`src/rtl/dbk_pkg.sv`:
```
// Shared types for the deblocking edge decision unit.
// Assumes the width-mode code is two bits wide; code 3 is treated as 4-wide.
package dbk_pkg;

    // Filter width mode carried on width_sel
    typedef enum logic [1:0] {
        WMODE_4   = 2'b00,
        WMODE_8   = 2'b01,
        WMODE_16  = 2'b10,
        WMODE_4B  = 2'b11
    } wmode_e;

    // Decision flags gathered before the width resolution
    typedef struct packed {
        logic fm;
        logic flat_in;
        logic flat_out;
        logic hev;
    } edge_flags_t;

endpackage

```
`src/rtl/dbk_absdiff.sv`:
```
// Absolute difference of two unsigned samples.
// Forms the difference one bit wider and signed, so no input pair can overflow;
// the magnitude always fits back into W bits.
module dbk_absdiff #(
    parameter int W = 12
) (
    input  logic [W-1:0] a,
    input  logic [W-1:0] b,
    output logic [W-1:0] mag
);

    logic signed [W:0] diff;

    // Signed difference, then fold the sign away
    always_comb begin
        diff = $signed({1'b0, a}) - $signed({1'b0, b});
        if (diff[W]) begin
            mag = W'(-diff);
        end else begin
            mag = W'(diff);
        end
    end

endmodule

```
`src/rtl/dbk_thr_scale.sv`:
```
// Rescales the 8-bit strength thresholds to the sample precision and makes
// the flatness limit. Assumes exactly two supported depths: low and high.
module dbk_thr_scale #(
    parameter int THR_W    = 8,
    parameter int SHIFT_LO = 2,
    parameter int SHIFT_HI = 4,
    parameter int SC_W     = THR_W + SHIFT_HI
) (
    input  logic [THR_W-1:0] thr_e,
    input  logic [THR_W-1:0] thr_i,
    input  logic [THR_W-1:0] thr_h,
    input  logic             depth_sel,
    output logic [SC_W-1:0]  e_sc,
    output logic [SC_W-1:0]  i_sc,
    output logic [SC_W-1:0]  h_sc,
    output logic [SC_W-1:0]  f_sc
);

    localparam logic [SC_W-1:0] ONE = SC_W'(1);

    // Shift each threshold by the amount the selected depth calls for
    always_comb begin
        if (depth_sel) begin
            e_sc = SC_W'(thr_e) << SHIFT_HI;
            i_sc = SC_W'(thr_i) << SHIFT_HI;
            h_sc = SC_W'(thr_h) << SHIFT_HI;
            f_sc = ONE << SHIFT_HI;
        end else begin
            e_sc = SC_W'(thr_e) << SHIFT_LO;
            i_sc = SC_W'(thr_i) << SHIFT_LO;
            h_sc = SC_W'(thr_h) << SHIFT_LO;
            f_sc = ONE << SHIFT_LO;
        end
    end

endmodule

```
`src/rtl/dbk_side_flags.sv`:
```
// Flags for one side of the edge (either p or q). Sample 0 is the one next
// to the edge. Produces that side's share of the inner-flat, outer-flat,
// step-mask and variance conditions. Thresholds arrive already scaled.
module dbk_side_flags #(
    parameter int W  = 12,
    parameter int TW = 12
) (
    input  logic [7:0][W-1:0] s,
    input  logic [TW-1:0]     i_sc,
    input  logic [TW-1:0]     f_sc,
    input  logic [TW-1:0]     h_sc,
    output logic              flat_in,
    output logic              flat_out,
    output logic              steps_ok,
    output logic              hev_side
);

    localparam int CW = (W > TW) ? W : TW;

    logic [7:1][W-1:0] to_base;
    logic [3:1][W-1:0] step;

    // Distance of every sample from the sample next to the edge
    for (genvar k = 1; k < 8; k++) begin : g_base
        dbk_absdiff #(.W(W)) u_base (
            .a   (s[k]),
            .b   (s[0]),
            .mag (to_base[k])
        );
    end

    assign step[1] = to_base[1];

    // Steps between neighbouring interior samples
    for (genvar k = 2; k < 4; k++) begin : g_step
        dbk_absdiff #(.W(W)) u_step (
            .a   (s[k]),
            .b   (s[k-1]),
            .mag (step[k])
        );
    end

    // Compare the distances against the flatness limit (inner: 1..3, outer: 4..7)
    always_comb begin
        flat_in  = 1'b1;
        flat_out = 1'b1;
        for (int k = 1; k < 4; k++) begin
            if (CW'(to_base[k]) > CW'(f_sc)) flat_in = 1'b0;
        end
        for (int k = 4; k < 8; k++) begin
            if (CW'(to_base[k]) > CW'(f_sc)) flat_out = 1'b0;
        end
    end

    // Compare the interior steps against the interior threshold
    always_comb begin
        steps_ok = 1'b1;
        for (int k = 1; k < 4; k++) begin
            if (CW'(step[k]) > CW'(i_sc)) steps_ok = 1'b0;
        end
    end

    // Variance test on the step next to the edge
    always_comb begin
        hev_side = CW'(step[1]) > CW'(h_sc);
    end

endmodule

```
`src/rtl/dbk_mask_select.sv`:
```
// Resolves the decision flags into three mutually exclusive filter enables
// for the selected width mode. Purely combinational.
module dbk_mask_select
    import dbk_pkg::*;
(
    input  edge_flags_t flags,
    input  wmode_e      mode,
    output logic        narrow,
    output logic        mid,
    output logic        wide
);

    // Width-mode dependent selection; nothing is enabled without the mask
    always_comb begin
        narrow = 1'b0;
        mid    = 1'b0;
        wide   = 1'b0;
        case (mode)
            WMODE_16: begin
                wide   = flags.fm &  flags.flat_in &  flags.flat_out;
                mid    = flags.fm &  flags.flat_in & ~flags.flat_out;
                narrow = flags.fm & ~flags.flat_in;
            end
            WMODE_8: begin
                mid    = flags.fm &  flags.flat_in;
                narrow = flags.fm & ~flags.flat_in;
            end
            default: begin
                narrow = flags.fm;
            end
        endcase
    end

endmodule

```
`src/rtl/dbk_edge_decide.sv`:
```
// Deblocking edge decision unit, top level.
// Takes one line of sixteen samples across an edge together with the strength
// thresholds, and registers the filter enables and the variance flag. Samples
// narrower than SAMPLE_W must be zero-extended by the caller.
module dbk_edge_decide
    import dbk_pkg::*;
#(
    parameter int SAMPLE_W = 12,
    parameter int THR_W    = 8,
    parameter int SHIFT_LO = 2,
    parameter int SHIFT_HI = 4
) (
    input  logic                  clk,
    input  logic                  rst_n,
    input  logic [8*SAMPLE_W-1:0] px_p,
    input  logic [8*SAMPLE_W-1:0] px_q,
    input  logic [THR_W-1:0]      thr_e,
    input  logic [THR_W-1:0]      thr_i,
    input  logic [THR_W-1:0]      thr_h,
    input  logic                  depth_sel,
    input  logic [1:0]            width_sel,
    output logic                  en_narrow,
    output logic                  en_mid,
    output logic                  en_wide,
    output logic                  hev
);

    localparam int SC_W = THR_W + SHIFT_HI;
    localparam int MW   = SAMPLE_W + 2;
    localparam int MCW  = (MW > SC_W) ? MW : SC_W;

    logic [1:0][7:0][SAMPLE_W-1:0] side_px;
    logic [SC_W-1:0] e_sc, i_sc, h_sc, f_sc;
    logic [1:0] side_flat_in, side_flat_out, side_steps, side_hev;
    logic [SAMPLE_W-1:0] d_edge, d_outer;
    logic [MW-1:0]       metric;
    logic                edge_ok;
    edge_flags_t         flags;
    logic                nx_narrow, nx_mid, nx_wide;

    assign side_px[0] = px_p;
    assign side_px[1] = px_q;

    dbk_thr_scale #(
        .THR_W    (THR_W),
        .SHIFT_LO (SHIFT_LO),
        .SHIFT_HI (SHIFT_HI),
        .SC_W     (SC_W)
    ) u_scale (
        .thr_e     (thr_e),
        .thr_i     (thr_i),
        .thr_h     (thr_h),
        .depth_sel (depth_sel),
        .e_sc      (e_sc),
        .i_sc      (i_sc),
        .h_sc      (h_sc),
        .f_sc      (f_sc)
    );

    // One flag unit per side of the edge
    for (genvar g = 0; g < 2; g++) begin : g_side
        dbk_side_flags #(.W(SAMPLE_W), .TW(SC_W)) u_side (
            .s        (side_px[g]),
            .i_sc     (i_sc),
            .f_sc     (f_sc),
            .h_sc     (h_sc),
            .flat_in  (side_flat_in[g]),
            .flat_out (side_flat_out[g]),
            .steps_ok (side_steps[g]),
            .hev_side (side_hev[g])
        );
    end

    dbk_absdiff #(.W(SAMPLE_W)) u_edge (
        .a   (side_px[1][0]),
        .b   (side_px[0][0]),
        .mag (d_edge)
    );

    dbk_absdiff #(.W(SAMPLE_W)) u_outer (
        .a   (side_px[1][1]),
        .b   (side_px[0][1]),
        .mag (d_outer)
    );

    // Cross-edge metric, two bits wider than a sample so it cannot wrap
    always_comb begin
        metric  = (MW'(d_edge) << 1) + MW'(d_outer >> 1);
        edge_ok = MCW'(metric) <= MCW'(e_sc);
    end

    // Merge the per-side results into the edge-wide flags
    always_comb begin
        flags.fm       = edge_ok & (&side_steps);
        flags.flat_in  = &side_flat_in;
        flags.flat_out = &side_flat_out;
        flags.hev      = |side_hev;
    end

    dbk_mask_select u_select (
        .flags  (flags),
        .mode   (wmode_e'(width_sel)),
        .narrow (nx_narrow),
        .mid    (nx_mid),
        .wide   (nx_wide)
    );

    // Output register with synchronous active-low clear
    always_ff @(posedge clk) begin
        if (!rst_n) begin
            en_narrow <= 1'b0;
            en_mid    <= 1'b0;
            en_wide   <= 1'b0;
            hev       <= 1'b0;
        end else begin
            en_narrow <= nx_narrow;
            en_mid    <= nx_mid;
            en_wide   <= nx_wide;
            hev       <= flags.hev;
        end
    end

endmodule

```
`config.mk`:
```
export PLATFORM = sky130hd
export DESIGN_NAME = dbk_edge_decide
export DESIGN_NICKNAME = d
export VERILOG_FILES = /design/src/rtl/dbk_pkg.sv /design/src/rtl/dbk_absdiff.sv /design/src/rtl/dbk_thr_scale.sv /design/src/rtl/dbk_side_flags.sv /design/src/rtl/dbk_mask_select.sv /design/src/rtl/dbk_edge_decide.sv
export SDC_FILE = /design/constraint.sdc
export NUM_CORES = 1
export LEC_CHECK = 0
export BUFFER_PORTS_ARGS = -buffer_cell sky130_fd_sc_hd__buf_2
export CORE_ASPECT_RATIO = 0.5
export CORE_UTILIZATION = 30
export DETAILED_ROUTE_END_ITERATION = 12
export PLACE_DENSITY_LB_ADDON = 0.05
export SYNTH_ARGS = -nofsm -noshare
export SYNTH_HDL_FRONTEND = slang
export SYNTH_HIERARCHICAL = 1
export SYNTH_SLANG_ARGS = --single-unit
```
`constraint.sdc`:
```
create_clock -name clk -period 4.75 [get_ports clk]
set_clock_uncertainty 0.05 [all_clocks]
set_input_delay 0.2375 -clock clk [delete_from_list [all_inputs] [get_ports clk]]
set_output_delay 0.2375 -clock clk [all_outputs]
set_load 0.02 [all_outputs]
```
==> results of run 1 <==
## final cells by class
type	count	share of cell area [%]
multi-input cells	2757	66.63
repair buffers	1136	23.62
inverters	491	5.339
well taps	1102	3.962
flip-flops and latches	4	0.2301
clock buffers	3	0.2157
## metrics by stage
step,area [um^2],hold slack [ps],TNS (ps)
after detailed placement,34140,500.6,-2637
after CTS,34650,263.1,-539.1
after floorplan,25120,309.2,-174.2
final,34800,261.7,-570.9
after global placement,34140,501.0,-2234
after global routing,34800,278.7,-1267
## flip-flops by register name, indices dropped and copies added, names as in the netlist
name / cells
en_mid: 1
en_narrow: 1
en_wide: 1
hev: 1
## worst min-delay path by stage
stage,end,depth (start not counted)
finish,hev,2
global route,en_wide,2
global placement,en_mid,2
CTS,hev,2
detailed placement,en_narrow,2
floorplan,en_mid,1
## power by group through the flow
stage / combinational, mW / sequential, mW / clock, mW
floorplan: 4.66 / 0.0410 / 0
global placement: 7.44 / 0.0407 / 0
detailed placement: 7.50 / 0.0408 / 0
CTS: 7.85 / 0.0403 / 0.143
global route: 8.91 / 0.0400 / 0.144
finish: 7.99 / 0.0402 / 0.141
## critical path, delay by kind of cell
family                     cells  cell delay [ps]
xor gates and xnor gates       2              350
AOI/OAI and AO/OA             14             2230
buffers and inverters          6              650
adders and majority gates      4             1060
and+or+nand+nor                4              500
## per-layer routing
layer | routed length (um) | GRT usage, % | part of all wire [%]
met1 | 46210 | 29.58 | 49
met2 | 45110 | 40.00 | 48
met3 | 1895 | 0.5405 | 2.0
met4 | 1644 | 3.651 | 1.7
met5 | 0 | 0 | 0
## what timing repair did
item,in CTS,in global routing
pin swaps,57,31
hold buffers,0,0
endpoints found under the setup margin,3,4
setup buffers,16,4
gates resized for setup,68,26
## layout by cell type (no fill, tap or decap), drive strengths merged, types with 54 or more instances in the layout
master and instances:
a21oi 237, nand2 103, xnor2 148, a31oi 60, nand4 62, nand3 67, o21ai 96, and2b 60
a21o 82, buf 1134, and2 54, xor2 181, inv 491, nor2b 93, nor2 211, ha 548
==> metrics, run 1 <==
Post-Place Cells=5471; DRT Pass-1 Iters=11; sw frac=48.20%; Critical-path top delay cell=fa_2; # H-tree levels=1; vias=27000; failing checks=design-rule violations, negative setup slack; worst slew pin tran=624.4 ps; CTS sink cnt=4; core area=0.08203 mm^2; Pint=4.236 mW; std cell rows=74; Crit Path Category=in2reg; worst setup path startpoint=px_q[12]; initial DRC count=1094; vias per cell=4.915; total congestion overflow=0; Hold Vio Cnt, Final=0; outcome=finished with violations; Max clock buf depth=2; Psw=3.941 mW; max_slew headroom=58.33%; Detail Route Antenna Nets=0; Critical Path End Type=flop; crit path max fanout=5; Final nets=5183; HP Class=in2reg; CP startpoint kind=input port; final core occ=42.42%; GRT Total Usage=22.09%; Power Total=8.176 mW; mean area per synthesized cell=7.633 um^2; pin count of the biggest net entering global routing=23; Die ar.=0.08460 mm^2; endpoints failing setup=3; final wirelength=94.86 mm; drt wl/cell=17.27 um; first-pass GRT wire length=147.7 mm; Flop pwr share=0.5%; antenna violations before repair=2; ratio of cells with drive above 1 in the final layout=32.25%; highest clock rate=201.8 MHz; Filler Cell Count=8661; worst slack, placed=-834.4 ps; Num CTS Buffers=3; slowest cell delay on critical path=380 ps; fin cells=5493; CP Data Arrival Time=5020 ps; Die H=206.2 um; RSZ-0062 raised after global routing=yes; fin crit share=104.3%; post-layout min period=4954 ps; fin worst setup slack=-204.5 ps; Pleak=18.52 nW; number of antenna diodes=0; drt drc=3; port bufs=224; CTS tree=built; initial cell density of the core=30.49%; Synth Cell Area=0.02501 mm^2; Clk pwr share=1.7%; area grow syn2layout=39.14%; combinational share of power=97.8%; CP endpoint=en_wide; Max VDD drop=0.1752 mV; Critical Path RT=4820 ps; Max-Cap Viols=0; Clk Tree Root Cell=clkbuf_16; register area=80.08 um^2; cells after synthesis=3277; Slew Limit Fails=0; # IOs=225; vias in the first global route=27120; Synth Warn #=6; Pwr Density=234.9 mW/mm^2; routability congestion estimate=0.8874; area of the multi-input gates=0.02319 mm^2; HP Start=rst_n; Die X-Extent=410.4 um; clk slew on worst S/H paths=40 ps; dpl hpwl=82.95 mm
No activity file was read; power rests on OpenSTA's default activity.
==> run 2, diff against run 1 <==
--- a/config.mk
+++ b/config.mk
@@ -10,6 +10,7 @@
 export CORE_UTILIZATION = 30
 export DETAILED_ROUTE_END_ITERATION = 12
 export PLACE_DENSITY_LB_ADDON = 0.05
+export SETUP_SLACK_MARGIN = 0.5
 export SYNTH_ARGS = -nofsm -noshare
 export SYNTH_HDL_FRONTEND = slang
 export SYNTH_HIERARCHICAL = 1
==> metrics, run 2 (same netlist as run 1, synthesis figures left out) <==
DRT Pass-1 Iters=11 (unchanged); max_slew headroom=57.07% (was 58.33%); Critical Path End Type=flop (unchanged); Hold-fix buffers, CTS=0 (unchanged); highest clock rate=198.2 MHz (was 201.8 MHz); outcome=finished with violations (unchanged); ratio of cells with drive above 1 in the final layout=32.60% (was 32.25%); core area=0.08203 mm^2 (unchanged); fin crit share=106.2% (was 104.3%); Pwr Density=236.7 mW/mm^2 (was 234.9 mW/mm^2); Hold EP=hev (unchanged); CP startpoint kind=input port (unchanged); Die X-Extent=410.4 um (unchanged); # H-tree levels=1 (unchanged); pin count of the biggest net entering global routing=23 (unchanged); HP Start=rst_n (unchanged); Critical-path top delay cell=fa_2 (unchanged); placed instance area=0.03414 mm^2 (unchanged); Detail Route Antenna Nets=0 (unchanged); worst slew pin tran=643.3 ps (was 624.4 ps); total congestion overflow=0 (unchanged); fin worst setup slack=-295.0 ps (was -204.5 ps); CTS sink cnt=4 (unchanged); crit path max fanout=5 (unchanged); post-layout min period=5045 ps (was 4954 ps); initial cell density of the core=30.49% (unchanged); vias per cell=4.913 (was 4.915); Slew Limit Fails=0 (unchanged); Critical Path RT=4870 ps (was 4820 ps); most frequent cells in the layout=899 x buf_4, 537 x ha_1, 487 x inv_1, 217 x buf_2, 208 x a21oi_1 (was 896 x buf_4, 541 x ha_1, 487 x inv_1, 215 x buf_2, 210 x a21oi_1); Hold Path Cell Cnt=2 (unchanged); clk slew on worst S/H paths=40 ps (about the same); Max VDD drop=0.1826 mV (was 0.1752 mV); number of antenna diodes=0 (unchanged); GRT Total Usage=22.12% (was 22.09%); vias in the first global route=27130 (was 27120); Num CTS Buffers=3 (unchanged); Die H=206.2 um (unchanged); commonest non-fill, non-tap cell in the layout=buf_4 (unchanged); Crit Path Category=in2reg (unchanged); std cell rows=74 (unchanged); drt drc=3 (unchanged); Die ar.=0.08460 mm^2 (unchanged); CTS tree=built (unchanged); failing checks=design-rule violations, negative setup slack (unchanged); vias=27010 (was 27000); slowest cell delay on critical path=410 ps (was 380 ps); initial DRC count=1043 (was 1094); final wirelength=95.13 mm (was 94.86 mm); Max-Cap Viols=0 (unchanged); first-pass GRT wire length=147.9 mm (was 147.7 mm); final core occ=42.56% (was 42.42%); RSZ-0062 raised after global routing=yes (unchanged); Final nets=5188 (was 5183); antenna violations before repair=2 (unchanged); port bufs=224 (unchanged); endpoints failing setup=3 (unchanged); routability congestion estimate=0.8874 (unchanged); CP Data Arrival Time=5170 ps (was 5020 ps); Max clock buf depth=2 (unchanged); drt wl/cell=17.30 um (was 17.27 um); HP Class=in2reg (unchanged); dpl hpwl=82.95 mm (unchanged); area grow syn2layout=39.59% (was 39.14%); Final Cell Area=0.03492 mm^2 (was 0.03480 mm^2); Pleak=18.54 nW (was 18.52 nW); Hold Vio Cnt, Final=0 (unchanged); Clk Tree Root Cell=clkbuf_16 (unchanged); # IOs=225 (unchanged)
==> run 2: area by class of cell <==
type,instances,area (um^2)
clock buffers,3,75.07
fillers,8650,47120
inverters,491,1856
multi-input cells,2758,23270
flip-flops and latches,4,80.08
well taps,1102,1379
repair buffers,1140,8254
==> run 2: power breakdown <==
part | internal (mW) | total [mW] | switching [mW]
combinational | 4.14 | 8.08 | 3.95
sequential | 0.0365 | 0.0401 | 0.00364
clock | 0.108 | 0.140 | 0.0316
total | 4.28 | 8.26 | 3.98
==> run 2: metal layers <==
layer,routed length (um),track usage [%],up-vias
li1,-,-,14040
met1,46110,29.59,12590
met2,45530,40.21,326
met3,2014,0.5405,62
met4,1481,3.345,0
met5,0,0,-
==> run 2: worst max-delay path by stage <==
stage / from / endpoint / slack, ps / cells after the start
floorplan: px_q[12] / en_wide / -90 / 29
detailed placement: px_p[0] / en_narrow / -830 / 24
global route: px_q[0] / en_wide / -530 / 30
finish: px_q[12] / en_wide / -290 / 31
global placement: px_p[0] / en_wide / -720 / 24
CTS: px_q[12] / en_wide / -200 / 29
==> run 2: what timing repair did <==
action	4_1_cts	5_1_grt
resized for setup	76	34
cloned	1	0
endpoints found under the setup margin	4	4
buffers inserted	18	5
pin swaps	69	42
==> run 2: critical path, delay by kind of cell <==
family	cells	cell delay, ps
simple gates	7	730
xor+xnor	2	230
buf+inv	6	580
fa+ha+maj	5	1380
compound gates	11	2020
==> run 2: per-stage QoR <==
| stage | power [mW] | std cells | TNS, ps | worst slack (ps) | hold slack, ps |
|---|---|---|---|---|---|
| global route | 9.181 | 5498 | -1578 | -533.3 | 277.8 |
| floorplan | 4.697 | 3292 | -174.2 | -87.54 | 309.2 |
| CTS | 8.055 | 5493 | -539.1 | -198.5 | 263.1 |
| finish | 8.264 | 5498 | -851.4 | -295.0 | 257.4 |
| detailed placement | 7.545 | 5471 | -2637 | -834.4 | 500.6 |
| global placement | 7.482 | 5471 | -2234 | -717.9 | 501.0 |
